<file path="config.mk">
export PLATFORM = sky130hd
export DESIGN_NAME = tick_timer_bank
export DESIGN_NICKNAME = d
export VERILOG_FILES = /design/src/rtl/ttb_pkg.sv /design/src/rtl/ttb_decode.sv /design/src/rtl/ttb_channel.sv /design/src/rtl/ttb_rdmux.sv /design/src/rtl/tick_timer_bank.sv
export SDC_FILE = /design/constraint.sdc
export NUM_CORES = 1
export LEC_CHECK = 0
export ABC_AREA = 1
export BUFFER_PORTS_ARGS = -buffer_cell sky130_fd_sc_hd__buf_2
export CORE_UTILIZATION = 30
export CTS_CLUSTER_SIZE = 8
export DETAILED_ROUTE_END_ITERATION = 7
export GPL_TIMING_DRIVEN = 1
export PLACE_DENSITY = 0.56
export SKIP_CTS_REPAIR_TIMING = 1
export SLEW_MARGIN = 40
export SYNTH_ARGS = -nofsm -noshare
export SYNTH_HDL_FRONTEND = slang
export SYNTH_SLANG_ARGS = --single-unit
</file>
<file path="constraint.sdc">
create_clock -name clk -period 2.1 [get_ports clk]
set_input_delay 0.42 -clock clk [delete_from_list [all_inputs] [get_ports clk]]
set_output_delay 0.42 -clock clk [all_outputs]
set_load 0.03 [all_outputs]
</file>
<file path="src/rtl/ttb_pkg.sv">
package ttb_pkg;

   localparam int WIN_LOG2 = 6;

   localparam logic [WIN_LOG2-1:0] OFF_CLR  = 6'h00;
   localparam logic [WIN_LOG2-1:0] OFF_GO   = 6'h04;
   localparam logic [WIN_LOG2-1:0] OFF_HALT = 6'h08;
   localparam logic [WIN_LOG2-1:0] OFF_MODE = 6'h0C;
   localparam logic [WIN_LOG2-1:0] OFF_STAT = 6'h10;
   localparam logic [WIN_LOG2-1:0] OFF_CNT  = 6'h14;
   localparam logic [WIN_LOG2-1:0] OFF_TERM = 6'h18;
   localparam logic [WIN_LOG2-1:0] OFF_IEN  = 6'h1C;
   localparam logic [WIN_LOG2-1:0] OFF_ACK  = 6'h20;

   localparam logic [3:0] ST_IDLE = 4'd1;
   localparam logic [3:0] ST_RUN  = 4'd2;

   localparam int ACK_BIT = 7;

   typedef struct packed {
      logic clr;
      logic go;
      logic halt;
      logic mode_wr;
      logic term_wr;
      logic ien_wr;
      logic ack;
   } ttb_cmd_t;

   typedef enum logic [2:0] {
      RSEL_NONE,
      RSEL_STAT,
      RSEL_CNT,
      RSEL_TERM,
      RSEL_CREQ
   } ttb_rsel_e;

endpackage

</file>
<file path="src/rtl/ttb_decode.sv">
module ttb_decode
   import ttb_pkg::*;
#(
   parameter int NUM_CH     = 4,
   parameter int ADDR_W     = 9,
   parameter int CREQ_ADDR  = 256,
   localparam int CH_W      = (NUM_CH > 1) ? $clog2(NUM_CH) : 1
) (
   input  logic [ADDR_W-1:0]        addr_i,
   input  logic                     wr_i,
   input  logic                     rd_i,
   input  logic                     ack_bit_i,
   output ttb_cmd_t [NUM_CH-1:0]    cmd_o,
   output logic                     creq_wr_o,
   output ttb_rsel_e                rsel_o,
   output logic [CH_W-1:0]          rch_o
);

   localparam logic [ADDR_W-1:0] WIN_END  = ADDR_W'(NUM_CH << WIN_LOG2);
   localparam logic [ADDR_W-1:0] CREQ_LOC = ADDR_W'(CREQ_ADDR);

   logic                in_win;
   logic [CH_W-1:0]     ch_idx;
   logic [WIN_LOG2-1:0] off;

   assign in_win = (addr_i < WIN_END);
   assign ch_idx = addr_i[WIN_LOG2 +: CH_W];
   assign off    = addr_i[WIN_LOG2-1:0];
   assign rch_o  = ch_idx;

   assign creq_wr_o = wr_i && (addr_i == CREQ_LOC);

   always_comb begin
      cmd_o = '0;
      if (wr_i && in_win) begin
         for (int c = 0; c < NUM_CH; c++) begin
            if (ch_idx == CH_W'(c)) begin
               case (off)
                  OFF_CLR:  cmd_o[c].clr     = 1'b1;
                  OFF_GO:   cmd_o[c].go      = 1'b1;
                  OFF_HALT: cmd_o[c].halt    = 1'b1;
                  OFF_MODE: cmd_o[c].mode_wr = 1'b1;
                  OFF_TERM: cmd_o[c].term_wr = 1'b1;
                  OFF_IEN:  cmd_o[c].ien_wr  = 1'b1;
                  OFF_ACK:  cmd_o[c].ack     = ack_bit_i;
                  default:  ;
               endcase
            end
         end
      end
   end

   always_comb begin
      rsel_o = RSEL_NONE;
      if (rd_i) begin
         if (in_win) begin
            case (off)
               OFF_STAT: rsel_o = RSEL_STAT;
               OFF_CNT:  rsel_o = RSEL_CNT;
               OFF_TERM: rsel_o = RSEL_TERM;
               default:  rsel_o = RSEL_NONE;
            endcase
         end else if (addr_i == CREQ_LOC) begin
            rsel_o = RSEL_CREQ;
         end
      end
   end

endmodule

</file>
<file path="src/rtl/ttb_channel.sv">
module ttb_channel
   import ttb_pkg::*;
#(
   parameter int              CNT_W     = 32,
   parameter int              DATA_W    = 32,
   parameter logic [CNT_W-1:0] TERM_INIT = '1
) (
   input  logic              clk_i,
   input  logic              rst_ni,
   input  ttb_cmd_t          cmd_i,
   input  logic [CNT_W-1:0]  wdata_i,
   input  logic              tick_i,
   input  logic              creq_i,
   output logic [CNT_W-1:0]  count_o,
   output logic [CNT_W-1:0]  term_o,
   output logic [DATA_W-1:0] status_o,
   output logic              irq_o
);

   logic [CNT_W-1:0] cnt_q, term_q, cnt_inc;
   logic             run_q, oneshot_q, ien_q, pend_q;
   logic             step, hit;

   assign step    = run_q && creq_i && tick_i;
   assign cnt_inc = cnt_q + 1'b1;
   assign hit     = step && (cnt_inc == term_q) && !cmd_i.clr;

   always_ff @(posedge clk_i or negedge rst_ni) begin
      if (!rst_ni) begin
         cnt_q <= '0;
         run_q <= 1'b0;
      end else if (cmd_i.clr) begin
         cnt_q <= '0;
         run_q <= 1'b0;
      end else begin
         if (step) begin
            if (hit && !oneshot_q) cnt_q <= '0;
            else                   cnt_q <= cnt_inc;
         end
         if (cmd_i.halt)              run_q <= 1'b0;
         else if (cmd_i.go)           run_q <= 1'b1;
         else if (hit && oneshot_q)   run_q <= 1'b0;
      end
   end

   always_ff @(posedge clk_i or negedge rst_ni) begin
      if (!rst_ni) begin
         term_q    <= TERM_INIT;
         oneshot_q <= 1'b0;
         ien_q     <= 1'b0;
      end else begin
         if (cmd_i.term_wr) term_q    <= wdata_i;
         if (cmd_i.mode_wr) oneshot_q <= wdata_i[0];
         if (cmd_i.ien_wr)  ien_q     <= wdata_i[0];
      end
   end

   always_ff @(posedge clk_i or negedge rst_ni) begin
      if (!rst_ni)        pend_q <= 1'b0;
      else if (hit)       pend_q <= 1'b1;
      else if (cmd_i.ack) pend_q <= 1'b0;
   end

   assign count_o  = cnt_q;
   assign term_o   = term_q;
   assign irq_o    = pend_q && ien_q;
   assign status_o = DATA_W'({pend_q, ien_q, oneshot_q, run_q,
                              (run_q ? ST_RUN : ST_IDLE)});

endmodule

</file>
<file path="src/rtl/ttb_rdmux.sv">
module ttb_rdmux
   import ttb_pkg::*;
#(
   parameter int NUM_CH    = 4,
   parameter int CNT_W     = 32,
   parameter int DATA_W    = 32,
   parameter bit RDATA_REG = 1'b1,
   localparam int CH_W     = (NUM_CH > 1) ? $clog2(NUM_CH) : 1
) (
   input  logic                          clk_i,
   input  logic                          rst_ni,
   input  ttb_rsel_e                     rsel_i,
   input  logic [CH_W-1:0]               rch_i,
   input  logic [NUM_CH-1:0][DATA_W-1:0] stat_i,
   input  logic [NUM_CH-1:0][CNT_W-1:0]  cnt_i,
   input  logic [NUM_CH-1:0][CNT_W-1:0]  term_i,
   input  logic                          creq_i,
   output logic [DATA_W-1:0]             rdata_o
);

   logic [DATA_W-1:0] rd_n;

   always_comb begin
      case (rsel_i)
         RSEL_STAT: rd_n = stat_i[rch_i];
         RSEL_CNT:  rd_n = DATA_W'(cnt_i[rch_i]);
         RSEL_TERM: rd_n = DATA_W'(term_i[rch_i]);
         RSEL_CREQ: rd_n = DATA_W'(creq_i);
         default:   rd_n = '0;
      endcase
   end

   if (RDATA_REG) begin : g_reg
      always_ff @(posedge clk_i or negedge rst_ni) begin
         if (!rst_ni) rdata_o <= '0;
         else         rdata_o <= rd_n;
      end
   end else begin : g_comb
      assign rdata_o = rd_n;
   end

endmodule

</file>
<file path="src/rtl/tick_timer_bank.sv">
module tick_timer_bank
   import ttb_pkg::*;
#(
   parameter int NUM_CH    = 4,
   parameter int CNT_W     = 32,
   parameter int DATA_W    = 32,
   parameter int ADDR_W    = 9,
   parameter int CREQ_ADDR = 256,
   parameter bit RDATA_REG = 1'b1
) (
   input  logic              clk,
   input  logic              rst_n,
   input  logic [ADDR_W-1:0] bus_addr,
   input  logic              bus_wr,
   input  logic              bus_rd,
   input  logic [DATA_W-1:0] bus_wdata,
   output logic [DATA_W-1:0] bus_rdata,
   input  logic [NUM_CH-1:0] tick_en,
   output logic [NUM_CH-1:0] irq
);

   localparam int CH_W = (NUM_CH > 1) ? $clog2(NUM_CH) : 1;

   if (NUM_CH < 1 || (NUM_CH & (NUM_CH - 1)) != 0) begin : g_bad_nch
      $error("NUM_CH must be a power of two");
   end
   if (CNT_W < 1 || CNT_W > DATA_W) begin : g_bad_cntw
      $error("CNT_W must lie in 1..DATA_W");
   end
   if (DATA_W < 8) begin : g_bad_dataw
      $error("DATA_W must hold the status byte");
   end
   if (ADDR_W < WIN_LOG2 + CH_W || CREQ_ADDR >= (1 << ADDR_W)
       || CREQ_ADDR < (NUM_CH << WIN_LOG2)) begin : g_bad_map
      $error("address map does not fit ADDR_W");
   end

   ttb_cmd_t [NUM_CH-1:0]          cmd_w;
   logic                           creq_wr;
   logic                           clk_on;
   ttb_rsel_e                      rsel;
   logic [CH_W-1:0]                rch;
   logic [NUM_CH-1:0][DATA_W-1:0]  stat_w;
   logic [NUM_CH-1:0][CNT_W-1:0]   cnt_w;
   logic [NUM_CH-1:0][CNT_W-1:0]   term_w;

   ttb_decode #(
      .NUM_CH    (NUM_CH),
      .ADDR_W    (ADDR_W),
      .CREQ_ADDR (CREQ_ADDR)
   ) u_decode (
      .addr_i    (bus_addr),
      .wr_i      (bus_wr),
      .rd_i      (bus_rd),
      .ack_bit_i (bus_wdata[ACK_BIT]),
      .cmd_o     (cmd_w),
      .creq_wr_o (creq_wr),
      .rsel_o    (rsel),
      .rch_o     (rch)
   );

   always_ff @(posedge clk or negedge rst_n) begin
      if (!rst_n)       clk_on <= 1'b0;
      else if (creq_wr) clk_on <= bus_wdata[0];
   end

   for (genvar i = 0; i < NUM_CH; i++) begin : g_ch
      ttb_channel #(
         .CNT_W  (CNT_W),
         .DATA_W (DATA_W)
      ) u_chan (
         .clk_i    (clk),
         .rst_ni   (rst_n),
         .cmd_i    (cmd_w[i]),
         .wdata_i  (bus_wdata[CNT_W-1:0]),
         .tick_i   (tick_en[i]),
         .creq_i   (clk_on),
         .count_o  (cnt_w[i]),
         .term_o   (term_w[i]),
         .status_o (stat_w[i]),
         .irq_o    (irq[i])
      );
   end

   ttb_rdmux #(
      .NUM_CH    (NUM_CH),
      .CNT_W     (CNT_W),
      .DATA_W    (DATA_W),
      .RDATA_REG (RDATA_REG)
   ) u_rdmux (
      .clk_i   (clk),
      .rst_ni  (rst_n),
      .rsel_i  (rsel),
      .rch_i   (rch),
      .stat_i  (stat_w),
      .cnt_i   (cnt_w),
      .term_i  (term_w),
      .creq_i  (clk_on),
      .rdata_o (bus_rdata)
   );

endmodule

</file>
==> results_dict.tcl <==
set metrics [dict create \
    status "finished, violations left" \
    failed_checks "setup timing" \
    syn_area_per_cell_sq_um 6.493 \
    grt_pass1_vias 22400 \
    crit_start "g_ch[3].u_chan.count_o[0]" \
    numPortBuffers 84 \
    clock.fmax_ghz 0.3709 \
    synth-edff-count 0 \
    dieArea_sq_um 70030 \
    syn_area_sq_um 20690 \
    synth_top_area_cell "nand2_1" \
    drtPass1Iterations 8 \
    grt_pass1_wl_mm 143.5 \
    max_cap_violations 0 \
    ys_ff_latch 305 \
    final_nets 3976 \
    synth_area_leaders "nand2_1, dfrtp_1, dfstp_2, inv_1, nor2_1" \
    synthDistinctLibCells 45 \
    globalplace.congestion 1.033 \
    yosysSeqAreaShare_pct 37.66 \
    antenna_found_initial 2 \
    via_count 24130 \
    clk_pin_slew_ns 0.06 \
    power_uw 15440 \
    syn_inst 3187 \
    area_delta_synth_final_pct 44.39 \
    whs_endpoint "g_ch[0].u_chan.term_o[23]" \
    crit_fanout 19 \
    fill_cells 6996 \
    yosys-top-cells-count "nand2_1, inv_1, nor2_1" \
    drive_gt1_share_pct 31.07 \
    fin_crit_ns 2.696 \
    worst_setup_path_end_kind "flip-flop" \
    dp_hpwl_mm 77.21 \
    synthArstFlopShare_pct 100.0 \
    powerDensity_nw_per_um2 516.7 \
    rows 95 \
    antenna_cells 0 \
    rr_worst_depth 17 \
    clockRootBuffer "clkbuf_16" \
    grt_max_degree 49 \
    crit_required_ns 2.56 \
    initial_core_util_pct 30.54 \
    drt_wl_total_mm 99.54 \
    synth_nets 3240 \
    grt_util_all_layers_pct 27.68 \
    startpoint_type "flip-flop" \
    coreArea_sq_um 67750 \
    slew_headroom_pct 58.43 \
    min_period_over_period_pct 128.4 \
    fin_skew_ns 0.02877 \
    rsz0062_at_grt "true" \
    finalHoldViolCount 0 \
    vdd_ir_drop_max_uv 685.5 \
    min_from "bus_wdata[23]" \
    path_class "reg -> reg" \
    viasPerCell 4.996 \
    io_pins 85 \
    finalSetupViolCount 136 \
    cts_made_buffers 45 \
    drtIter0Drc 2472 \
    ys.flop_type "dfrtp_1" \
    worst_slew_pin_slew_ns 0.6171 \
    rrSetupSlack_ns -0.60 \
    wire_per_inst_um 20.61 \
    die-height_um 264.6 \
    synth.most_common_cell "nand2_1" \
    cts_tree "built" \
    drc 0 \
    hp-class "in -> reg" \
    grt.overflow.total 0 \
    yosys_warnings 0 \
    drv_slew 0 \
    htreeDepth 2 \
    arrival_ns 3.16 \
    reg2reg_from "g_ch[3].u_chan.count_o[0]" \
    cts_buffer_depth 3 \
    clock-sinks 305 \
    postRouteAntennaNets 0 \
    yosysTopAreaCellShare_pct 24.65 \
    holdPathStages 3 \
    layout_setup_ws_ns -0.5959 \
    leakagePower_uw 0.01426 \
    timing.rr.end "g_ch[3].u_chan.count_o[1]" \
    setup_tns_ns -68.46 \
    clk_latency_ns 0.60 \
    die_x_um 264.6 \
]
how the worst max path moves through the flow:
stage	cells after the start	slack, ns	to
2_1_floorplan	17	-0.12	g_ch[1].u_chan.count_o[18]
3_3_place_gp	16	-0.60	g_ch[3].u_chan.count_o[3]
3_5_place_dp	16	-0.59	g_ch[3].u_chan.count_o[11]
4_1_cts	16	-0.61	g_ch[3].u_chan.count_o[7]
5_1_grt	17	-0.71	g_ch[2].u_chan.count_o[0]
6_report	17	-0.60	g_ch[3].u_chan.count_o[1]
sequential cells by signal (all words and copies together), names as in the netlist:
register,flops
g_ch.u_chan.count_o,128
u_rdmux.rdata_o,32
g_ch.u_chan.run_q,4
g_ch.u_chan.term_o,128
g_ch.u_chan.ien_q,4
g_ch.u_chan.oneshot_q,4
clk_on,1
g_ch.u_chan.pend_q,4
power by group:
group	switching, uW	total, uW	leakage, uW	internal, uW
clock network	3010	7150	0.000639	4140
logic	1160	1980	0.00986	823
registers	205	6300	0.00376	6100
cell type report:
cell class | count | area, sq um | share of cell area, %
tap | 873 | 1092 | 3.656
inverter | 345 | 1295 | 4.334
clock inverter | 4 | 46.29 | 0.1549
sequential | 305 | 7800 | 26.10
multi-input combinational | 2429 | 11950 | 39.99
timing repair buffer | 797 | 6415 | 21.47
clock buffer | 76 | 1284 | 4.296
placed cells by master (no fill, tap or decap), types with 29 or more instances in the layout:
| master | n |
|---|---|
| nand2_1 | 1250 |
| nand3_1 | 175 |
| nor2_4 | 46 |
| nand3b_1 | 30 |
| o21ai_0 | 167 |
| a21oi_1 | 53 |
| buf_4 | 650 |
| o22ai_1 | 60 |
| inv_1 | 340 |
| buf_2 | 83 |
| clkbuf_16 | 51 |
| dfstp_2 | 128 |
| nor2_2 | 37 |
| dfrtp_1 | 171 |
| buf_12 | 37 |
| nand2_2 | 89 |
| nor2_1 | 297 |
| nand2_4 | 29 |
routing by layer:
layer / wire, um / global-route usage [%] / share of wire [%] / up-vias
met4: 6471 / 15.81 / 6.5 / 0
met5: 0 / 0 / 0 / -
met1: 40970 / 35.75 / 41 / 11250
met3: 7150 / 3.428 / 7.2 / 234
li1: - / - / - / 11580
met2: 44940 / 44.64 / 45 / 1061
worst max-delay path, cell delays in order, from the launching register on:
cell and delay [ns]:
dfrtp_2 0.43, ha_4 0.17, nand2_4 0.06, nor2_4 0.23
nand2_4 0.16, nor2_4 0.21, nand2_1 0.07, nand2_1 0.08
nand2_1 0.07, nand2_1 0.09, nand2_1 0.06, nor2_1 0.08
nand2_1 0.08, nor2_4 0.19, nand4_4 0.21, buf_12 0.22
nand2_1 0.08, nand2_1 0.05
through the flow:
| step | instance area [sq um] | hold slack (ns) | setup WS [ns] | util, % | instances |
|---|---|---|---|---|---|
| floorplan | 20800 | 0.1244 | -0.1249 | - | 3187 |
| detailed placement | 27390 | 0.3810 | -0.5920 | 40.43 | 4717 |
| finish | 29880 | 0.1272 | -0.5959 | 44.10 | 4829 |
| CTS | 28720 | -0.2485 | -0.6103 | 42.39 | 4797 |
| global placement | 27390 | 0.3866 | -0.6015 | 40.43 | 4717 |
| global route | 29880 | 0.1454 | -0.7135 | 44.10 | 4829 |
cell families after synthesis:
family | count (synthesis) | share of synthesized area (%)
simple gates | 2011 | 40.08
buf+inv | 453 | 8.731
compound gates | 372 | 10.59
flops | 305 | 37.66
xor+xnor | 39 | 2.558
fa+ha+maj | 4 | 0.2419
mux | 3 | 0.1451
Power figures use the tool's default switching activity.
